<file path="config.mk">
export PLATFORM = sky130hd
export DESIGN_NAME = mdio_mgmt_ctrl
export DESIGN_NICKNAME = d
export VERILOG_FILES = /design/src/rtl/mdio_mgmt_ctrl.sv
export SDC_FILE = /design/constraint.sdc
export NUM_CORES = 1
export LEC_CHECK = 0
export BUFFER_PORTS_ARGS = -buffer_cell sky130_fd_sc_hd__buf_4
export CAP_MARGIN = 20
export CELL_PAD_IN_SITES_DETAIL_PLACEMENT = 0
export CELL_PAD_IN_SITES_GLOBAL_PLACEMENT = 1
export CORE_ASPECT_RATIO = 0.75
export CORE_MARGIN = 2
export CORE_UTILIZATION = 47
export DETAILED_ROUTE_END_ITERATION = 7
export PLACE_DENSITY_LB_ADDON = 0.1
export SETUP_SLACK_MARGIN = 0.15
export SLEW_MARGIN = 20
export SYNTH_ARGS = -nofsm -noshare
export SYNTH_HDL_FRONTEND = slang
export SYNTH_SLANG_ARGS = --single-unit
</file>
<file path="constraint.sdc">
create_clock -name clk -period 2.3 [get_ports clk]
set_input_delay 0.23 -clock clk [delete_from_list [all_inputs] [get_ports clk]]
set_output_delay 0.23 -clock clk [all_outputs]
set_load 0.01 [all_outputs]
</file>
<file path="src/rtl/mdio_mgmt_ctrl.sv">
module mdio_mgmt_ctrl #(
  parameter int ADDR_W    = 8,
  parameter int DIV_W     = 4,
  parameter int DIV_RESET = 7,
  parameter int PRE_LEN   = 32
) (
  input  logic              clk,
  input  logic              rst_n,
  input  logic              bus_en,
  input  logic              bus_we,
  input  logic [ADDR_W-1:0] bus_addr,
  input  logic [31:0]       bus_wdata,
  output logic [31:0]       bus_rdata,
  output logic              mdc,
  output logic              mdio_o,
  output logic              mdio_oe,
  input  logic              mdio_i
);
  localparam int FRAME_LEN = PRE_LEN + 32;
  localparam int IDX_W     = $clog2(FRAME_LEN);
  localparam logic [IDX_W-1:0] TA_IDX  = IDX_W'(PRE_LEN + 14);
  localparam logic [IDX_W-1:0] DAT_IDX = IDX_W'(PRE_LEN + 16);
  localparam logic [IDX_W-1:0] END_IDX = IDX_W'(FRAME_LEN - 1);
  localparam logic [ADDR_W-1:0] OFF_CFG = ADDR_W'(8'h20);
  localparam logic [ADDR_W-1:0] OFF_CMD = ADDR_W'(8'h24);
  localparam logic [ADDR_W-1:0] OFF_ADR = ADDR_W'(8'h28);
  localparam logic [ADDR_W-1:0] OFF_WDT = ADDR_W'(8'h2C);
  localparam logic [ADDR_W-1:0] OFF_STS = ADDR_W'(8'h30);
  localparam logic [ADDR_W-1:0] OFF_IND = ADDR_W'(8'h34);

  logic                 cfg_rst, cmd_rd, busy, is_read, invalid, mdc_q;
  logic [DIV_W-1:0]     cfg_div, half_lim, div_cnt;
  logic [4:0]           phy_a, reg_a;
  logic [15:0]          wr_data, rd_data, rd_shift;
  logic [IDX_W-1:0]     bit_idx;
  logic [FRAME_LEN-1:0] sreg;
  logic                 unused_bits;

  wire wr        = bus_en && bus_we;
  wire hit_cfg   = wr && bus_addr == OFF_CFG;
  wire hit_cmd   = wr && bus_addr == OFF_CMD;
  wire hit_adr   = wr && bus_addr == OFF_ADR;
  wire hit_wdt   = wr && bus_addr == OFF_WDT;
  wire can_start = !busy && !cfg_rst;
  wire start_wr  = hit_wdt && can_start;
  wire start_rd  = hit_cmd && bus_wdata[0] && !cmd_rd && can_start;
  wire phase_end = div_cnt == half_lim;

  assign unused_bits = ^bus_wdata[30:16];
  assign mdc     = mdc_q;
  assign mdio_o  = sreg[FRAME_LEN-1];
  assign mdio_oe = busy && !(is_read && bit_idx >= TA_IDX);

  always_ff @(posedge clk or negedge rst_n) begin
    if (!rst_n) begin
      cfg_rst <= 1'b0;
      cfg_div <= DIV_W'(DIV_RESET);
      cmd_rd  <= 1'b0;
      phy_a   <= '0;
      reg_a   <= '0;
      wr_data <= '0;
    end else begin
      if (hit_cfg) begin
        cfg_rst <= bus_wdata[31];
        cfg_div <= bus_wdata[DIV_W-1:0];
      end
      if (hit_cmd) cmd_rd <= bus_wdata[0];
      if (hit_adr) begin
        phy_a <= bus_wdata[12:8];
        reg_a <= bus_wdata[4:0];
      end
      if (hit_wdt) wr_data <= bus_wdata[15:0];
    end
  end

  always_ff @(posedge clk or negedge rst_n) begin
    if (!rst_n) begin
      busy     <= 1'b0;
      is_read  <= 1'b0;
      invalid  <= 1'b0;
      mdc_q    <= 1'b0;
      half_lim <= '0;
      div_cnt  <= '0;
      bit_idx  <= '0;
      sreg     <= '0;
      rd_shift <= '0;
      rd_data  <= '0;
    end else if (hit_cfg && bus_wdata[31]) begin
      busy    <= 1'b0;
      invalid <= 1'b0;
      mdc_q   <= 1'b0;
      div_cnt <= '0;
      bit_idx <= '0;
      sreg    <= '0;
    end else if (start_wr || start_rd) begin
      busy     <= 1'b1;
      is_read  <= start_rd;
      invalid  <= start_rd;
      mdc_q    <= 1'b0;
      div_cnt  <= '0;
      bit_idx  <= '0;
      half_lim <= cfg_div;
      sreg     <= start_rd ? {{PRE_LEN{1'b1}}, 4'b0110, phy_a, reg_a, 2'b11, 16'hFFFF}
                           : {{PRE_LEN{1'b1}}, 4'b0101, phy_a, reg_a, 2'b10, bus_wdata[15:0]};
    end else if (busy) begin
      if (!phase_end) begin
        div_cnt <= div_cnt + 1'b1;
      end else begin
        div_cnt <= '0;
        mdc_q   <= !mdc_q;
        if (!mdc_q) begin
          if (is_read && bit_idx >= DAT_IDX) rd_shift <= {rd_shift[14:0], mdio_i};
        end else if (bit_idx == END_IDX) begin
          busy <= 1'b0;
          sreg <= '0;
          if (is_read) begin
            rd_data <= rd_shift;
            invalid <= 1'b0;
          end
        end else begin
          bit_idx <= bit_idx + 1'b1;
          sreg    <= {sreg[FRAME_LEN-2:0], 1'b0};
        end
      end
    end
  end

  always_comb begin
    bus_rdata = '0;
    case (bus_addr)
      OFF_CFG: begin
        bus_rdata[31]        = cfg_rst;
        bus_rdata[DIV_W-1:0] = cfg_div;
      end
      OFF_CMD: bus_rdata[0]     = cmd_rd;
      OFF_ADR: bus_rdata[12:0]  = {phy_a, 3'b000, reg_a};
      OFF_WDT: bus_rdata[15:0]  = wr_data;
      OFF_STS: bus_rdata[15:0]  = rd_data;
      OFF_IND: begin
        bus_rdata[0] = busy;
        bus_rdata[2] = invalid;
      end
      default: bus_rdata = '0;
    endcase
  end

  AST_IDLE_MDC_LOW: assert property (@(posedge clk) disable iff (!rst_n) !busy |-> !mdc_q);
  AST_HALF_BOUND: assert property (@(posedge clk) disable iff (!rst_n) busy |-> div_cnt <= half_lim);
  AST_MDIO_HOLD_HIGH: assert property (@(posedge clk) disable iff (!rst_n) busy && $past(busy) && mdc_q |-> $stable(mdio_o));
  AST_INVALID_IN_READ: assert property (@(posedge clk) disable iff (!rst_n) invalid |-> busy && is_read);
  AST_NO_RESTART: assert property (@(posedge clk) disable iff (!rst_n) busy && $past(busy) |-> $stable(half_lim) && $stable(is_read));
  AST_RESET_ABORT: assert property (@(posedge clk) disable iff (!rst_n) hit_cfg && bus_wdata[31] |=> !busy && !mdc_q && !mdio_oe);
endmodule

</file>
## Yosys cells after proc, flatten, opt, wreduce, memory -nomap -nowiden

Cells that the tools add are included.

- $add $sub $neg: 2
- Multipliers: 0
- Divide/modulo/power cells: 0
- $lt $le $gt $ge: 2
- Eq/ne operators: 9
- Shift operators: 0
- Mux-type cells: 41
- Bitwise operators: 3
- Reductions and logical operators: 32

Operators with widths:

| operator | count |
|---|---|
| $mux W64 | 6 |
| $eq A8 B6 Y1 const B | 6 |
| $mux W6 | 6 |
| $mux W30 | 1 |
| $pmux W9 S3 | 1 |
| $mux W1 | 18 |
| $mux W4 | 4 |
| $reduce_bool A3 Y1 | 5 |
| $logic_and A1 B1 Y1 | 14 |
| $ge A6 B6 Y1 const B | 2 |
| $pmux W1 S4 | 2 |
| $reduce_and A7 Y1 | 1 |
| $add A6 B1 Y6 const B | 1 |
| $eq A6 B6 Y1 const B | 1 |
| $pmux W1 S6 | 1 |
| $pmux W3 S2 | 1 |
| $reduce_and A6 Y1 | 1 |
| $logic_not A1 Y1 | 5 |
| $pmux W1 S5 | 1 |
| $reduce_and A5 Y1 | 1 |
| $add A4 B1 Y4 const B | 1 |
| $eq A4 B4 Y1 | 1 |
| $reduce_and A2 Y1 | 2 |
| $reduce_and A4 Y1 | 1 |
| other kinds (4) | 6 |

- Bits in registers: 146
- Latch bits: 0
- RAM bits: 0
- Memory bits (read-only): 0
- Bits of input ports: 45
- Output and inout bits: 35
- Memories: 0

## Longest topological paths before layout

Gate-level depths: netlist of the first run.

- Word-level depth: 8
- Gate-level depth with buffers: 9

## Worst setup path after synthesis of the first run

Ideal clock, no wire load.

- Kind: register -> register
- Start: register bit_idx[0]
- End: register rd_data[10]
- Setup time: 0.125 ns
- Arrival time: 1.802 ns
- Required time: 2.175 ns
- Path slack: 0.373 ns
- Cell stages (with the launch flop): 9
- Buffers on the path: 2
- Clock period less this slack: 1.927 ns
- Path through: dfrtp_1 ha_1 and3_1 and3_1 nand4_1 nand2b_1 buf_4 buf_6 mux2_2

- Cells in the longest elaborated chain, start to end: 2

RTL lines:

| item | line | source |
|---|---|---|
| from (decl) | 35 | `logic [IDX_W-1:0] bit_idx;` |
| from (signal assigned) | 121 | `bit_idx <= bit_idx + 1'b1;` |
| $eq A6 B6 Y1 | 113 | `end else if (bit_idx == END_IDX) begin` |
| $reduce_and A7 Y1 (no line) | - |  |
| to (signal assigned) | 117 | `rd_data <= rd_shift;` |
| to (decl) | 34 | `logic [15:0] wr_data, rd_data, rd_shift;` |

Every way passes these cells.
A chain may end at the register's enable or synchronous reset.

## Worst setup path after layout of the first run

- Start: register busy
- End: output bus_rdata[0]

- Cells in the longest elaborated chain, start to end: 1

RTL lines:

| item | line | source |
|---|---|---|
| from (decl) | 31 | `logic cfg_rst, cmd_rd, busy, is_read, invalid, mdc_q;` |
| from (signal assigned) | 78 | `busy <= 1'b0;` |
| from (signal assigned) | 89 | `busy <= 1'b0;` |
| from (signal assigned) | 96 | `busy <= 1'b1;` |
| $pmux W1 S6 | 130 | `case (bus_addr)` |
| to (decl) | 13 | `output logic [31:0] bus_rdata,` |

Every way passes these cells.

==> reports/summary.txt, run 1 <==
RSZ-0062 raised after global routing - true
Pwr Density - 776 nW/um^2
register area - 3660 sq um
register area share after synthesis - 52.7%
Hold Startpoint - mdio_i
CP Capture Type - primary output
IO buf count - 49
routed len/inst - 18.7 um
Critical path buffers and inverters - 3
NumNets Final - 724
FF+latch count, synth - 146
placed instance count - 849
CP cell instances - buf_6, mux4_2, inv_2, o32ai_2, a32o_1, buf_6
Reg2Reg Depth - 6
first-pass GRT wire length - 27100 um
GRT Total Usage - 22.5%
I/O pin total - 80
initial drt markers - 446
reg2reg end - half_lim[0]$_DFFE_PN0P_
Place WS - 0.136 ns
hold path cells - 2
Worst Path Max Fanout - 2
largest cells by area after synthesis - dfrtp_1 52%, mux2_2 11%, o21ai_0 3.2%, a21oi_1 3.2%, nand3_1 3.2%
minimum clock period - 2.18 ns
die area - 15800 sq um
largest net degree at the start of global routing - 64
class of the worst hold path - in -> reg
critical path required time - 2.07 ns
Cells after Synth - 619
Antenna Nets Post-Route - 0
f_max - 459 MHz
final worst-path setup slack - 0.123 ns
H-tree levels - 4
Max VDD drop - 555 uV
total power - 6.49 mW
Distinct cells, synth - 59
synthesis-to-layout area growth - 20.5%
setup slack, reg-to-reg - 0.23 ns
vias per cell - 5.74
slowest CP cell - mux4_2
Num CTS Buffers - 17
Post-synth ARST share - 100%
layout cells sized above 1 - 30.6%
Period Utilization, post-route - 94.7%
Worst Clk Skew - 0.0107 ns
Die Wd - 144 um
Die Y-Extent - 109 um
total gr overflow - 0
row count - 38
Finished Layout Cells - 889
TNS Setup - 0 ns
Clk Latency, worst-skew pair - 0.42 ns
vias in the first global route - 5089
Post-Synthesis Cell Area - 6940 sq um
root buffer cell - clkbuf_16
Routed Wire Length - 16600 um
max-slew violation count - 0
CP most frequent cell - buf_6
Synth Area per Inst - 11.2 sq um
commonest non-fill, non-tap cell in the layout - dfrtp_1
Synth area leader - dfrtp_1
Placer Congestion - 0.817
# fillers - 1239
vias - 5101
YS warnings - 0
CP top delay family - multiplexers
Worst Setup Start Kind - register
Synth Flop Type - dfrtp_1
DRC Markers - 0
CP max stage delay - 0.47 ns
crit path DAT - 1.95 ns
antenna violations before repair - 0
Setup-failing EPs final - 0
Post-synth EDFFs - 0
CTS tree - done
# diodes - 0
leak pwr - 4.05 nW
router iterations before antenna repair - 5
post-layout instance area - 8360 sq um
Yosys top cell area share - 51.6%
Max-cap violations - 0
HPWL Detailed - 10300 um
clock slew at reported path FFs - 0.07 ns
final hold violations - 0
clock sinks - 146
status - finished clean
area occupied by multi-input gates - 3000 sq um
Starting Density - 48.0%
hold endpoint - rd_shift[0]$_DFFE_PN0P_
CTS Buffer Depth - 2
r2r startpoint - busy$_DFF_PN0_
Placed Area - 7570 sq um
crit path kind - reg -> out
commonest cells after routing, fill and taps aside - 142 x dfrtp_1, 69 x mux2_2, 69 x buf_4
core area - 14500 sq um
how the worst max path moves through the flow:
stage                                 startpoint                  endpoint  slack (ns)  depth (start not counted)
after CTS                         busy$_DFF_PN0_      sreg[40]$_DFFE_PN0P_        0.11                          7
after floorplan           bit_idx[0]$_DFFE_PN0P_   rd_data[10]$_DFFE_PN0P_        0.37                          8
after detailed placement  div_cnt[1]$_DFFE_PN0N_   rd_shift[6]$_DFFE_PN0P_        0.14                          5
after global routing              busy$_DFF_PN0_              bus_rdata[0]        0.04                          6
final                             busy$_DFF_PN0_              bus_rdata[0]        0.12                          6
after global placement    div_cnt[0]$_DFFE_PN0N_  rd_shift[12]$_DFFE_PN0P_        0.14                          5
synth_stat cells (9+ instances only):
cell type  instances
a21o_1            15
a21oi_1           44
a221o_1           10
a22o_1            22
and3_1            16
buf_2             21
buf_4             18
clkbuf_1          14
dfrtp_1          143
inv_1             11
mux2_2            69
nand2_1           16
nand3_1           44
nor2_1            29
nor3_1             9
o21ai_0           45
o21ai_1           13
area by class of cell:
class / instances / share of cell area (%)
Tap cell: 200 / 2.99
Sequential cell: 146 / 43.7
Inverter: 11 / 0.494
Clock inverter: 13 / 2.65
Timing Repair Buffer: 83 / 9.07
Multi-Input combinational cell: 417 / 35.9
Clock buffer: 19 / 5.18
routing by layer:
metal  GRT usage [%]  vias to the layer above  part of all wire [%]
met3            5.18                       10                   4.7
met1            33.5                     2628                    50
li1                -                     2348                     -
met2            33.2                      115                    45
met4            5.62                        0                  0.80
met5               0                        -                     0
power by group:
part / switching [mW] / internal, mW
clock network: 1.15 / 1.95
registers: 0.102 / 2.68
logic: 0.358 / 0.246
total: 1.61 / 4.88
metrics by stage:
stage,hold WS (ns),util (%)
after global placement,0.181,52.4
after detailed placement,0.190,52.4
after global routing,0.0369,57.9
final,0.0373,57.9
after floorplan,-0.0656,-
after CTS,0.0234,57.2
state kept, by name (all words and copies together), names as in the netlist:
| signal | flops |
|---|---|
| rd_data | 16 |
| rd_shift | 16 |
| mdc | 1 |
| bit_idx | 6 |
| half_lim | 4 |
| invalid | 1 |
| cmd_rd | 1 |
| wr_data | 16 |
| busy | 1 |
| cfg_rst | 1 |
| cfg_div | 4 |
| div_cnt | 4 |
| is_read | 1 |
| phy_a | 5 |
| sreg | 64 |
| reg_a | 5 |
logic make-up (layout without fill, tap and decap cells):
| logic type | after synthesis | after routing | synth area share (%) |
|---|---|---|---|
| AND/OR/NAND/NOR | 147 | 147 | 12.1 |
| XOR/XNOR | 8 | 8 | 1.01 |
| multiplexers | 72 | 72 | 11.8 |
| other | 1 | 15 | 0.0540 |
| flip-flops | 146 | 146 | 52.7 |
| adder cells (fa/ha/maj) | 3 | 3 | 0.541 |
| buffers and inverters | 70 | 126 | 5.68 |
| AO/OA/AOI/OAI | 172 | 172 | 16.2 |
what timing repair did:
| item | in CTS | in global routing |
|---|---|---|
| setup buffers | 2 | 4 |
| setup endpoints to repair | 14 | 80 |
| hold buffers | 1 | 0 |
| pin swaps | 2 | 2 |
| cloned | 0 | 1 |
| hold endpoints to repair | 40 | 0 |
| resized for setup | 6 | 7 |
Power figures use the tool's default switching activity.
==> inputs of run 2 (changes only) <==
Clock period 2.3 ns to 2.28 ns, I/O delays scaled along.
==> reports/summary.txt, run 2 (same netlist as run 1, synthesis figures left out) <==
Max VDD drop - 567 uV (+2.2%)
Placer Congestion - 0.826 (+1.0%)
Worst-Margin Slew - 0.574 ns
Antenna Nets Post-Route - 0 (unchanged)
vias per cell - 5.72 (-0.39%)
relative slew slack - 61.7%
setup slack, reg-to-reg - 0.23 ns (about the same)
row count - 38 (unchanged)
Seq pwr share - 43.5% (+0.7 points)
Core Util, Final - 57.8% (-0.095 points)
max reg flops - 64 (unchanged)
post-layout instance area - 8350 sq um (-0.16%)
clock slew at reported path FFs - 0.06 ns (about the same)
Max-cap violations - 0 (unchanged)
core area - 14500 sq um (unchanged)
crit path kind - reg -> out
minimum clock period - 2.14 ns
CTS Buffer Depth - 2 (unchanged)
f_max - 468 MHz
synthesis-to-layout area growth - 20.3%
total gr overflow - 0 (unchanged)
Net Switching - 1.60 mW (-1.1%)
leak pwr - 4.05 nW (about the same)
Die Y-Extent - 109 um (unchanged)
IO buf count - 49 (unchanged)
Worst Path Max Fanout - 3 (+1)
CP most frequent cell - buf_6
Setup crit start - busy$_DFF_PN0_
H-tree levels - 4 (unchanged)
clock power share - 47.0% (-0.9 points)
Critical path buffers and inverters - 3 (unchanged)
Worst Clk Skew - 0.00927 ns (-0.00144 ns)
Setup-failing EPs final - 0 (unchanged)
layout cells sized above 1 - 30.9% (+0.26 points)
HPWL Detailed - 10400 um (+0.37%)
largest reg by FF count - sreg
Period Utilization, post-route - 93.8%
# diodes - 0 (unchanged)
Placed Area - 7580 sq um (+0.13%)
I/O pin total - 80 (unchanged)
DRC Markers - 0 (unchanged)
max-slew violation count - 0 (unchanged)
r2r startpoint - busy$_DFF_PN0_
CTS tree - done
CP cell instances - buf_6, mux4_2, inv_2, o32ai_2, a32o_1, buf_6
crit path DAT - 1.91 ns (-0.04 ns)
root buffer cell - clkbuf_16
vias in the first global route - 5115 (+0.51%)
Pwr Density - 770 nW/um^2 (-0.75%)
Pint - 4.83 mW (-0.84%)
TNS Setup - 0 ns (unchanged)
slowest CP cell - mux4_2
status - finished clean
CP top delay family - multiplexers
first-pass GRT wire length - 26900 um (-0.84%)
final hold violations - 0 (unchanged)
die area - 15800 sq um (unchanged)
vias - 5104 (+0.059%)
CP Capture Type - primary output
NumNets Final - 728 (+0.55%)
combinational share of power - 9.5% (+0.2 points)
Num CTS Buffers - 17 (unchanged)
antenna violations before repair - 0 (unchanged)
Routed Wire Length - 16400 um (-1.3%)
Die Wd - 144 um (unchanged)
total power - 6.43 mW (-0.91%)
commonest non-fill, non-tap cell in the layout - dfrtp_1
CP max stage delay - 0.47 ns (about the same)
commonest cells after routing, fill and taps aside - 143 x dfrtp_1, 74 x buf_4, 69 x mux2_2
initial drt markers - 388 (-13%)
routed len/inst - 18.3 um (-1.8%)
Clk Latency, worst-skew pair - 0.42 ns (about the same)
largest net degree at the start of global routing - 61 (-4.7%)
GRT Total Usage - 22.3% (-0.19 points)
Sw Ratio - 24.8% (-0.055 points)
class of the worst hold path - in -> reg
RSZ-0062 raised after global routing - true
Starting Density - 48.0% (unchanged)
router iterations before antenna repair - 5 (unchanged)
clock sinks - 146 (unchanged)
Worst Setup Start Kind - register
Hold Startpoint - mdio_i
critical path required time - 2.05 ns (-0.02 ns)
run 2: changes by cell type in the layout (fill, tap and decap cells not counted), moves of 2 or more:
cell	before	now
buf_4	69	74
clkbuf_1	2	0
clkinv_4	1	5
inv_6	5	3
run 2: final timing paths:
| check | to | cells past startpoint |
|---|---|---|
| min | rd_shift[0]$_DFFE_PN0P_ | 2 |
| min in group asynchronous | div_cnt[0]$_DFFE_PN0N_ | 2 |
| max in group asynchronous | cfg_div[0]$_DFFE_PN1N_ | 3 |
| max reg2reg | half_lim[1]$_DFFE_PN0P_ | 6 |
| min reg2reg | sreg[48]$_DFFE_PN0P_ | 2 |
| max | bus_rdata[0] | 6 |
run 2: cell type report:
cell class                 instances  area, sq um
inverter                          11         41.3
clock buffer                      18          439
multi-input combinational        417         2980
clock inverter                    14          203
fill                            1230         6100
tap                              200          250
sequential                       146         3660
timing repair buffer              87          776
run 2: repair_timing:
item / 4_1_cts / 5_1_grt
gates cloned: 0 / 1
pin swaps: 0 / 3
endpoints found under the setup margin: 17 / 80
buffers inserted: 1 / 6
hold buffers: 1 / 0
resized for setup: 1 / 8
endpoints found under the hold margin: 53 / 0
run 2: power by group through the flow:
stage	Combinational, mW	Sequential [mW]	Clock [mW]
2_1_floorplan	0.365	2.82	0
3_3_place_gp	0.565	2.84	0
3_5_place_dp	0.582	2.84	0
4_1_cts	0.590	2.80	3.06
5_1_grt	0.691	2.81	3.20
6_report	0.611	2.80	3.02
run 2: metal layers:
metal,GRT usage (%),wire length (um),share of wire [%]
met1,33.2,8140,50
met2,33.3,7310,45
met3,5.53,789,4.8
met4,4.23,125,0.76
met5,0,0,0
run 2: stage by stage:
stage / worst slack, ns / hold WS [ns] / cells
after floorplan: 0.353 / -0.0676 / 633
after global placement: 0.130 / 0.236 / 852
after detailed placement: 0.0760 / 0.244 / 852
after CTS: 0.0700 / 0.0235 / 886
after global routing: 0.0779 / 0.0332 / 893
final: 0.142 / 0.0367 / 893
==> inputs of run 3 (changes only) <==
==> constraint.sdc (replaced) <==
create_clock -name clk -period 2.28 [get_ports clk]
set_input_delay 0.114 -clock clk [delete_from_list [all_inputs] [get_ports clk]]
set_output_delay 0.114 -clock clk [all_outputs]
set_load 0.01 [all_outputs]
==> reports/summary.txt, run 3 (same netlist as run 1, synthesis figures left out) <==
clock sinks - 146 (unchanged)
CP cell instances - buf_6, mux4_2, inv_2, o32ai_1, a32o_2, buf_6
antenna violations before repair - 0 (unchanged)
class of the worst hold path - in -> reg
Clk Latency, worst-skew pair - 0.42 ns (about the same)
final hold violations - 0 (unchanged)
status - finished clean
RSZ-0062 raised after global routing - false
routed len/inst - 17.9 um (-2.2%)
relative slew slack - 60.9% (-0.83 points)
minimum clock period - 2.07 ns (-0.0676 ns)
Antenna Nets Post-Route - 0 (unchanged)
root buffer cell - clkbuf_16
critical path required time - 2.17 ns (+0.12 ns)
Max VDD drop - 440 uV (-23%)
Placer Congestion - 0.817 (-1.0%)
Worst Setup Start Kind - register
# diodes - 0 (unchanged)
max-slew violation count - 0 (unchanged)
Max-cap violations - 0 (unchanged)
Die Wd - 144 um (unchanged)
max reg flops - 64 (unchanged)
CP Capture Type - primary output
CTS Buffer Depth - 2 (unchanged)
CP most frequent cell - buf_6
HPWL Detailed - 10400 um (-0.17%)
GRT Total Usage - 21.9% (-0.33 points)
I/O pin total - 80 (unchanged)
Die Y-Extent - 109 um (unchanged)
largest net degree at the start of global routing - 64 (+4.9%)
Worst Clk Skew - 0.00676 ns (-0.00251 ns)
first-pass GRT wire length - 26400 um (-1.9%)
Period Utilization, post-route - 90.8% (-3.0 points)
layout cells sized above 1 - 30.0% (-0.88 points)
CTS tree - done
TNS Setup - 0 ns (unchanged)
Pwr Density - 730 nW/um^2 (-5.2%)
largest reg by FF count - sreg
clock slew at reported path FFs - 0.06 ns (about the same)
Placed Area - 7570 sq um (about the same)
Worst-Margin Slew - 0.587 ns (+0.0125 ns)
die area - 15800 sq um (unchanged)
crit path kind - reg -> out
commonest cells after routing, fill and taps aside - 143 x dfrtp_1, 73 x buf_4, 69 x mux2_2
router iterations before antenna repair - 6 (+1)
Starting Density - 48.0% (unchanged)
slowest CP cell - mux4_2
NumNets Final - 745 (+2.3%)
commonest non-fill, non-tap cell in the layout - dfrtp_1
Routed Wire Length - 16300 um (-0.38%)
vias - 5155 (+1.0%)
Num CTS Buffers - 17 (unchanged)
f_max - 483 MHz (+3.3%)
leak pwr - 4.10 nW (+1.0%)
crit path DAT - 1.96 ns (+0.05 ns)
H-tree levels - 4 (unchanged)
IO buf count - 49 (unchanged)
Setup-failing EPs final - 0 (unchanged)
vias in the first global route - 4932 (-3.6%)
vias per cell - 5.66 (-0.89%)
Worst Path Max Fanout - 3 (unchanged)
synthesis-to-layout area growth - 21.8%
initial drt markers - 360 (-7.2%)
total gr overflow - 0 (unchanged)
core area - 14500 sq um (unchanged)
post-layout instance area - 8460 sq um (+1.3%)
CP max stage delay - 0.47 ns (about the same)
DRC Markers - 0 (unchanged)
row count - 38 (unchanged)
[run 3: changes by cell type in the layout (fill, tap and decap cells not counted), moves of 2 or more]
cell and delta:
dlygate4sd3_1 +18, clkinv_4 -4, inv_6 +4, bufinv_16 -3
clkinvlp_4 +2, inv_8 +2
[run 3: repair_timing]
| item | in CTS | in global routing |
|---|---|---|
| cloned | 0 | 1 |
| pin swaps | 0 | 3 |
| setup buffers | 2 | 5 |
| gates resized for setup | 2 | 6 |
| endpoints found under the hold margin | 89 | 0 |
| setup endpoints to repair | 1 | 78 |
| hold buffers | 19 | 0 |
[run 3: critical path, delay by kind of cell (launching register included)]
family | cells | cell delay, ns
mux | 1 | 0.47
buf+inv | 3 | 0.32
compound gates | 2 | 0.34
flops | 1 | 0.41
[run 3: report_power, final]
group / internal [mW] / switching, mW
sequential: 2.70 / 0.101
combinational: 0.273 / 0.360
clock: 1.54 / 1.20
total: 4.51 / 1.66
[run 3: worst paths after layout]
check                                       startpoint                       to  slack (ns)  cells after the start
min in group asynchronous                        rst_n          mdc$_DFFE_PN0P_        0.25                      2
worst min-delay path                       bus_addr[2]      is_read$_DFFE_PN0P_        0.12                      3
max in group asynchronous                        rst_n   cfg_div[1]$_DFFE_PN1N_        1.31                      3
worst min register to register    sreg[48]$_DFFE_PN0P_     sreg[48]$_DFFE_PN0P_        0.50                      2
worst max-delay path                    busy$_DFF_PN0_             bus_rdata[0]        0.21                      6
worst max register to register  bit_idx[0]$_DFFE_PN0P_  rd_data[10]$_DFFE_PN0P_        0.26                      7
[run 3: layer usage]
metal,up-vias,track usage [%],wire (um),share of wire (%)
met5,-,0,0,0
met4,0,6.73,176,1.1
met3,16,4.74,716,4.4
met2,116,31.9,7370,45
met1,2628,32.9,8040,49
li1,2395,-,-,-
[run 3: layout make-up]
type / instances / area (sq um)
clock buffers: 18 / 429
clock inverters: 14 / 145
fillers: 1254 / 6000
inverters: 11 / 41.3
multi-input cells: 417 / 2980
flip-flops and latches: 146 / 3660
well taps: 200 / 250
repair buffers: 104 / 957
[run 3: through the flow]
step | power [mW] | cells | worst slack, ns | util [%] | hold WS (ns)
CTS | 6.21 | 904 | 0.151 | 57.8 | 0.0968
floorplan | 3.19 | 633 | 0.353 | - | -0.182
detailed placement | 3.42 | 851 | 0.221 | 52.4 | 0.142
finish | 6.17 | 910 | 0.210 | 58.5 | 0.118
global route | 6.46 | 910 | 0.156 | 58.5 | 0.119
global placement | 3.40 | 851 | 0.254 | 52.4 | 0.135
